===== config.mk =====
export PLATFORM = sky130hd
export DESIGN_NAME = chr_cmd_exec
export DESIGN_NICKNAME = d
export VERILOG_FILES = /design/src/rtl/chr_cmd_pkg.sv /design/src/rtl/chr_cmd_decode.sv /design/src/rtl/chr_clear_seq.sv /design/src/rtl/chr_addr_unit.sv /design/src/rtl/chr_cmd_exec.sv
export SDC_FILE = /design/constraint.sdc
export NUM_CORES = 1
export LEC_CHECK = 0
export BUFFER_PORTS_ARGS = -buffer_cell sky130_fd_sc_hd__buf_4
export CORE_MARGIN = 2
export CORE_UTILIZATION = 32
export CTS_CLUSTER_DIAMETER = 40
export DETAILED_ROUTE_END_ITERATION = 10
export PLACE_DENSITY = 0.51
export SYNTH_ARGS = -nofsm -noshare
export SYNTH_HDL_FRONTEND = slang
export SYNTH_HIERARCHICAL = 1
export SYNTH_SLANG_ARGS = --single-unit

===== constraint.sdc =====
create_clock -name clk -period 2.7 [get_ports clk]
set_clock_uncertainty 0.1 [all_clocks]
set_input_delay 0 -clock clk [delete_from_list [all_inputs] [get_ports clk]]
set_output_delay 0 -clock clk [all_outputs]
set_load 0.01 [all_outputs]

===== src/rtl/chr_cmd_pkg.sv =====
// Shared types and constants for the character display command executor.
// Assumes instruction bytes are classified by their leading one bit.
package chr_cmd_pkg;

    typedef enum logic [3:0] {
        K_NOP,
        K_CLEAR,
        K_HOME,
        K_ENTRY,
        K_DISP,
        K_MOVE,
        K_WIDTH,
        K_PADDR,
        K_DADDR
    } cmd_kind_e;

    localparam logic [7:0] BLANK_CODE = 8'h20;

endpackage


===== src/rtl/chr_cmd_decode.sv =====
// Instruction classifier: maps an instruction byte to its kind by the
// position of its most significant set bit. Purely combinational.
module chr_cmd_decode
    import chr_cmd_pkg::*;
(
    input  logic [7:0] code,
    output cmd_kind_e  kind
);

    // Priority classify on the leading one
    always_comb begin
        if (code[7])      kind = K_DADDR;
        else if (code[6]) kind = K_PADDR;
        else if (code[5]) kind = K_WIDTH;
        else if (code[4]) kind = K_MOVE;
        else if (code[3]) kind = K_DISP;
        else if (code[2]) kind = K_ENTRY;
        else if (code[1]) kind = K_HOME;
        else if (code[0]) kind = K_CLEAR;
        else              kind = K_NOP;
    end

endmodule


===== src/rtl/chr_clear_seq.sv =====
// Blanking sequencer: after reset or a start pulse, asserts busy for
// DEPTH+HOLD cycles and drives one fill write per cycle for the first DEPTH.
// Assumes start is only raised while idle.
module chr_clear_seq #(
    parameter int DEPTH = 32,
    parameter int HOLD  = 16
) (
    input  logic                     clk,
    input  logic                     rst_n,
    input  logic                     start,
    output logic                     busy,
    output logic                     fill_we,
    output logic [$clog2(DEPTH)-1:0] fill_addr
);

    localparam int TOTAL = DEPTH + HOLD;
    localparam int AW    = $clog2(DEPTH);
    localparam int CW    = $clog2(TOTAL + 1);

    logic          active;
    logic [CW-1:0] cnt;

    // Run counter: starts active out of reset, restarts on a start pulse
    always_ff @(posedge clk) begin
        if (!rst_n) begin
            active <= 1'b1;
            cnt    <= '0;
        end else if (active) begin
            if (cnt == CW'(TOTAL - 1)) begin
                active <= 1'b0;
                cnt    <= '0;
            end else begin
                cnt <= cnt + 1'b1;
            end
        end else if (start) begin
            active <= 1'b1;
            cnt    <= '0;
        end
    end

    assign busy      = active;
    assign fill_we   = active && (cnt < CW'(DEPTH));
    assign fill_addr = cnt[AW-1:0];

endmodule


===== src/rtl/chr_addr_unit.sv =====
// Address counter with RAM select and the view offset register.
// Assumes load, step and home are mutually exclusive per cycle; pattern
// mode keeps the counter below 2**PAW.
module chr_addr_unit #(
    parameter int AW  = 5,
    parameter int PAW = 4
) (
    input  logic          clk,
    input  logic          rst_n,
    input  logic          home,
    input  logic          load_en,
    input  logic          load_sel,
    input  logic [AW-1:0] load_val,
    input  logic          step_en,
    input  logic          step_up,
    input  logic          shf_en,
    input  logic          shf_left,
    output logic [AW-1:0] ac,
    output logic          sel,
    output logic [AW-1:0] ofs
);

    localparam logic [AW-1:0] PMASK = AW'((1 << PAW) - 1);

    logic [AW-1:0] stepped;

    // Next counter value for a step, wrapped to the active RAM size
    always_comb begin
        stepped = step_up ? ac + 1'b1 : ac - 1'b1;
        if (sel) stepped = stepped & PMASK;
    end

    // Counter and RAM select update
    always_ff @(posedge clk) begin
        if (!rst_n) begin
            ac  <= '0;
            sel <= 1'b0;
        end else if (home) begin
            ac  <= '0;
            sel <= 1'b0;
        end else if (load_en) begin
            ac  <= load_sel ? (load_val & PMASK) : load_val;
            sel <= load_sel;
        end else if (step_en) begin
            ac <= stepped;
        end
    end

    // View offset: left shift adds one, right shift subtracts one
    always_ff @(posedge clk) begin
        if (!rst_n || home) begin
            ofs <= '0;
        end else if (shf_en) begin
            ofs <= shf_left ? ofs + 1'b1 : ofs - 1'b1;
        end
    end

endmodule


===== src/rtl/chr_cmd_exec.sv =====
// Character display command executor top. Accepts host instruction and
// data strobes, keeps mode state, drives a shared RAM port and runs the
// blanking sequence. Assumes at least four cycles between host operations
// and RAM read data valid one cycle after ram_re.
module chr_cmd_exec
    import chr_cmd_pkg::*;
#(
    parameter int AW          = 5,
    parameter int PAW         = 4,
    parameter int DW          = 8,
    parameter int HOLD_CYCLES = 16
) (
    input  logic          clk,
    input  logic          rst_n,
    input  logic          host_wr,
    input  logic          host_rd,
    input  logic          host_rs,
    input  logic [7:0]    host_wdata,
    output logic [DW-1:0] status,
    output logic [DW-1:0] rd_q,
    output logic          ram_we,
    output logic          ram_re,
    output logic          ram_sel,
    output logic [AW-1:0] ram_addr,
    output logic [DW-1:0] ram_wdata,
    input  logic [DW-1:0] ram_rdata,
    output logic          disp_on,
    output logic          cursor_on,
    output logic          blink_on,
    output logic          inc_mode,
    output logic          shift_on_write,
    output logic          bus_8bit,
    output logic [AW-1:0] view_ofs
);

    localparam int DEPTH = 1 << AW;

    cmd_kind_e     kind;
    logic          busy;
    logic          fill_we;
    logic [AW-1:0] fill_addr;
    logic [AW-1:0] ac;
    logic          sel;
    logic          cmd_wr, dat_wr, dat_rd;
    logic          is_cursor, is_view;
    logic          home, load_en, load_sel, step_en, step_up, shf_en, shf_left;
    logic [AW-1:0] load_val;
    logic          fetch_go;
    logic          pf_req, rd_vld;

    chr_cmd_decode u_dec (
        .code (host_wdata),
        .kind (kind)
    );

    chr_clear_seq #(.DEPTH(DEPTH), .HOLD(HOLD_CYCLES)) u_seq (
        .clk       (clk),
        .rst_n     (rst_n),
        .start     (cmd_wr && (kind == K_CLEAR)),
        .busy      (busy),
        .fill_we   (fill_we),
        .fill_addr (fill_addr)
    );

    // Host operation qualification: nothing but status while busy
    always_comb begin
        cmd_wr    = host_wr && !host_rs && !busy;
        dat_wr    = host_wr &&  host_rs && !busy;
        dat_rd    = host_rd &&  host_rs && !busy;
        is_cursor = cmd_wr && (kind == K_MOVE) && !host_wdata[3];
        is_view   = cmd_wr && (kind == K_MOVE) &&  host_wdata[3];
    end

    // Address unit control derived from the accepted operation
    always_comb begin
        home     = cmd_wr && ((kind == K_HOME) || (kind == K_CLEAR));
        load_en  = cmd_wr && ((kind == K_PADDR) || (kind == K_DADDR));
        load_sel = (kind == K_PADDR);
        load_val = (kind == K_PADDR) ? AW'(host_wdata[PAW-1:0])
                                     : host_wdata[AW-1:0];
        step_en  = dat_wr || dat_rd || is_cursor;
        step_up  = cmd_wr ? host_wdata[2] : inc_mode;
        shf_en   = (dat_wr && !sel && shift_on_write) || is_view;
        shf_left = cmd_wr ? !host_wdata[2] : inc_mode;
        fetch_go = load_en || dat_rd || (is_cursor && !sel);
    end

    chr_addr_unit #(.AW(AW), .PAW(PAW)) u_addr (
        .clk      (clk),
        .rst_n    (rst_n),
        .home     (home),
        .load_en  (load_en),
        .load_sel (load_sel),
        .load_val (load_val),
        .step_en  (step_en),
        .step_up  (step_up),
        .shf_en   (shf_en),
        .shf_left (shf_left),
        .ac       (ac),
        .sel      (sel),
        .ofs      (view_ofs)
    );

    // Mode bits: entry, display control and bus width
    always_ff @(posedge clk) begin
        if (!rst_n) begin
            inc_mode       <= 1'b1;
            shift_on_write <= 1'b0;
            disp_on        <= 1'b0;
            cursor_on      <= 1'b0;
            blink_on       <= 1'b0;
            bus_8bit       <= 1'b1;
        end else if (cmd_wr) begin
            case (kind)
                K_CLEAR: inc_mode <= 1'b1;
                K_ENTRY: begin
                    inc_mode       <= host_wdata[1];
                    shift_on_write <= host_wdata[0];
                end
                K_DISP: begin
                    disp_on   <= host_wdata[2];
                    cursor_on <= host_wdata[1];
                    blink_on  <= host_wdata[0];
                end
                K_WIDTH: bus_8bit <= host_wdata[4];
                default: ;
            endcase
        end
    end

    // Read-ahead pipeline: request, RAM latency, capture
    always_ff @(posedge clk) begin
        if (!rst_n) begin
            pf_req <= 1'b0;
            rd_vld <= 1'b0;
            rd_q   <= '0;
        end else begin
            pf_req <= fetch_go;
            rd_vld <= ram_re;
            if (rd_vld) rd_q <= ram_rdata;
        end
    end

    // Shared RAM port: the fill sequence owns it while running
    always_comb begin
        ram_we    = fill_we || dat_wr;
        ram_re    = pf_req && !fill_we;
        ram_sel   = fill_we ? 1'b0 : sel;
        ram_addr  = fill_we ? fill_addr : ac;
        ram_wdata = fill_we ? DW'(BLANK_CODE) : DW'(host_wdata);
    end

    assign status = {busy, {(DW-1-AW){1'b0}}, ac};

endmodule


==> results.txt <==
----------------------------------------------------
[Floorplanning]
  Area of the die ... 7570 µm²
  Number of ports placed on the die boundary ... 64
  Initial standard-cell utilization of the core ... 0.328
  Die span in x ... 87 µm
  Vert. Die Dim ... 87 µm
  FP Rows ... 30
  Core region area ... 6720 µm²

[Power]
  Total power per unit cell area ... 368 nW/µm²
  Leakage Power ... 1.26 nW
  Maximum resistive drop on vdd ... 0.160 mV
  Power consumption ... 1.09 mW

[Yosys]
  Number of flip-flops and latches in the synthesized netlist ... 34
  Sequential fraction of the synthesis area ... 0.309
  EDFF count, synth ... 0
  Synthesized instance count ... 266
  Post-Synthesis Cell Area ... 2200 µm²
  Avg Cell Area, Syn ... 8.29 µm²
  Post-synthesis cell type count ... 55
  Most used flip-flop cell after synthesis ... sky130_fd_sc_hd__dfxtp_1
  Syn. warnings ... 6
  Async set-reset flop share out of synthesis ... 0

[STA]
  Number of pins exceeding their max-slew limit in the final report ... 0
  Fmax ... 409 MHz
  Post-route setup TNS ... 0 ns
  Remaining max-slew budget at the tightest pin ... 0.637
  Unrepaired setup endpoints after global routing ... false
  Number of setup violations in the final report ... 0
  Slew @ Worst Pin ... 0.543 ns
  Final Cycle Share ... 0.906
  Fin crit period ... 2.45 ns
  Final count of hold timing violations ... 0

[Routing]
  DRT Pass-1 Iters ... 4
  Avg Vias per Cell ... 4.86
  Antenna violation net count after detailed routing ... 0
  Number of DRC markers in iteration 0 ... 104
  Routed wirelength normalized by instance count ... 13.3 µm
  Wire length after detailed routing ... 5.54 mm
  Via count ... 2033
  DR DRC count ... 0

[Hold path]
  Worst Hold Class ... input port to flip-flop
  Start point of the worst min-delay path ... host_wdata[7]
  Hold path cells ... 4
  Worst hold endpoint ... inc_mode$_SDFFE_PN1P_

[Worst setup path]
  Type of the worst setup path ... flip-flop to flip-flop
  FF-to-FF Start ... u_seq/busy$_SDFF_PN1_
  Critical path capture point type ... flip-flop
  Flop-to-flop setup slack ... 0.25 ns
  Endpoint of the worst-slack reg-to-reg timing path ... u_addr/ofs[4]$_SDFFE_PP0P_
  Worst EP required ... 2.83 ns
  Critical path startpoint category ... flip-flop
  Worst-path fanout max ... 4
  Worst endpoint data arrival time ... 2.57 ns
  Length in cells of the worst reg-to-reg path ... 9

[Place]
  Weighted congestion reported at the end of routability-driven placement ... 0.781
  Buffers on Ports ... 61
  Detailed placer's ending HPWL ... 4.12 mm

[Global routing]
  Maximum number of pins on one net before global-route repair ... 24
  GRT Resource Usage Total ... 0.148
  Remaining Overflow, GRT ... 0
  Global-route wire length before repair ... 8.76 mm
  Initial antenna violation count ... 0
  Via count of the first global-routing pass ... 1798

[Cells and area]
  Antenna diode count ... 0
  Ratio of cells with drive above 1 in the final layout ... 0.275
  Post-Route Utilization ... 0.441
  Area grow syn2layout ... 34.3%
  Count of nets after finishing ... 367

[CTS]
  Num Clock Sinks ... 34
  Maximum clock path buffer count ... 2
  H-tree depth ... 2
  Post-CTS Repair Setup Buffers ... 0
  Clock tree from TritonCTS ... done
  CTS Root Cell ... sky130_fd_sc_hd__clkbuf_8
  Skew-Pair Late Insertion Delay ... 0.29 ns
  Total clock buffers created by CTS ... 5
  Clock transition time at the flip-flop clock pins of the worst setup and hold paths ... 0.07 ns

[Outcome]
  Outcome ... complete, no violations

[Flow run]
  Max Cap Violations ... 0

----------------------------------------------------
==> cells by family after synthesis <==
logic type               count (synthesis)  share of synthesized area
flip-flops                              34                      0.309
adder cells (fa/ha/maj)                  9                     0.0579
other                                    1                    0.00170
multiplexers                            24                      0.112
buffers and inverters                   40                     0.0942
AND/OR/NAND/NOR                        106                      0.263
XOR/XNOR                                 6                     0.0238
AO/OA/AOI/OAI                           46                      0.138
==> layout by cell type (no fill, tap or decap), types with 3 or more instances in the layout <==
master                          synthesis  layout
sky130_fd_sc_hd__mux2_2                 6       6
sky130_fd_sc_hd__inv_1                 16      16
sky130_fd_sc_hd__nor2_1                30      30
sky130_fd_sc_hd__clkbuf_8               0       5
sky130_fd_sc_hd__xnor2_1                5       5
sky130_fd_sc_hd__dfxtp_1               34      34
sky130_fd_sc_hd__buf_4                 10      72
sky130_fd_sc_hd__nand2b_1              11      11
sky130_fd_sc_hd__a21oi_2                2       3
sky130_fd_sc_hd__nor2b_1               12      12
sky130_fd_sc_hd__nand2_1               19      19
sky130_fd_sc_hd__mux2i_1               18      18
sky130_fd_sc_hd__nor3b_1                5       5
sky130_fd_sc_hd__o21ai_0                7       6
sky130_fd_sc_hd__a21oi_1               17      16
sky130_fd_sc_hd__nand3_1                6       6
sky130_fd_sc_hd__dlygate4sd3_1          0      15
sky130_fd_sc_hd__ha_1                   7       7
==> cells in the mapped netlist (all sizes together) (5+ instances only) <==
library cell,count,share of area
nor2b,12,0.034
ha,7,0.040
nand2b,11,0.031
nor3b,5,0.017
inv,16,0.027
xnor2,5,0.020
mux2,6,0.031
clkbuf,8,0.014
a21oi,19,0.047
nand2,20,0.035
dfxtp,34,0.31
mux2i,18,0.082
buf,16,0.053
nor2,30,0.051
nand3,6,0.014
o21ai,8,0.018
==> stage by stage <==
stage | std cells | hold slack [ns] | cell area, µm² | worst slack [ns]
after floorplan | 267 | 0.00208 | 2210 | 0.195
after global placement | 395 | 0.137 | 2700 | 0.243
after detailed placement | 395 | 0.147 | 2700 | 0.195
after CTS | 418 | 0.0705 | 2960 | 0.179
after global routing | 418 | 0.114 | 2960 | 0.0701
final | 418 | 0.0882 | 2960 | 0.253
==> how the worst max path moves through the flow <==
| stage | start | to | slack (ns) | depth (start not counted) |
|---|---|---|---|---|
| finish | u_seq/busy$_SDFF_PN1_ | u_addr/ofs[4]$_SDFFE_PP0P_ | 0.25 | 9 |
| global route | u_seq/busy$_SDFF_PN1_ | u_addr/ofs[4]$_SDFFE_PP0P_ | 0.07 | 9 |
| CTS | u_seq/busy$_SDFF_PN1_ | u_addr/ofs[4]$_SDFFE_PP0P_ | 0.18 | 9 |
| detailed placement | u_seq/busy$_SDFF_PN1_ | u_addr/ofs[4]$_SDFFE_PP0P_ | 0.20 | 9 |
| global placement | u_seq/busy$_SDFF_PN1_ | u_addr/ofs[4]$_SDFFE_PP0P_ | 0.24 | 9 |
| floorplan | u_seq/busy$_SDFF_PN1_ | u_addr/ofs[3]$_SDFFE_PP0P_ | 0.20 | 9 |
==> routing by layer <==
| metal | wire [µm] | track usage |
|---|---|---|
| met5 | 0 | 0 |
| met4 | 36 | 0.0384 |
| met3 | 299 | 0.0341 |
| met2 | 2520 | 0.224 |
| met1 | 2690 | 0.211 |
==> timing repair <==
| action | CTS | global route |
|---|---|---|
| resized for setup | 0 | 2 |
| hold endpoints to repair | 19 | 0 |
| endpoints found under the setup margin | 0 | 2 |
| hold buffers | 15 | 0 |
==> registers in the layout, indices dropped and copies added (netlist names) <==
name and flops:
rd_q 8, u_seq/cnt 6, u_addr/ac 5, u_addr/ofs 5, blink_on 1, bus_8bit 1, cursor_on 1, disp_on 1
inc_mode 1, pf_req 1, rd_vld 1, shift_on_write 1, u_addr/sel 1, u_seq/busy 1
==> worst max-delay path, cell delays in order (launching register included) <==
cell and delay (ns):
sky130_fd_sc_hd__dfxtp_1 0.31, sky130_fd_sc_hd__or3b_1 0.43, sky130_fd_sc_hd__nand2_1 0.11, sky130_fd_sc_hd__o21ai_1 0.11
sky130_fd_sc_hd__buf_4 0.16, sky130_fd_sc_hd__fa_1 0.44, sky130_fd_sc_hd__nand2b_1 0.16, sky130_fd_sc_hd__a21oi_1 0.15
sky130_fd_sc_hd__mux2i_1 0.24, sky130_fd_sc_hd__mux2i_1 0.19
==> power by group <==
part | switching, mW | leakage (nW) | internal, mW
Combinational | 0.0564 | 0.936 | 0.0616
Clock | 0.186 | 0.0524 | 0.276
Sequential | 0.00566 | 0.274 | 0.505
==> final cells by class <==
class	count	area, µm²
Tap cell	80	100
Sequential cell	34	681
Multi-Input combinational cell	193	1320
Inverter	16	60.1
Timing Repair Buffer	87	691
Clock buffer	7	76.3
Fill cell	690	3760
Clock inverter	1	30.0
No activity file was read; power rests on OpenSTA's default activity.
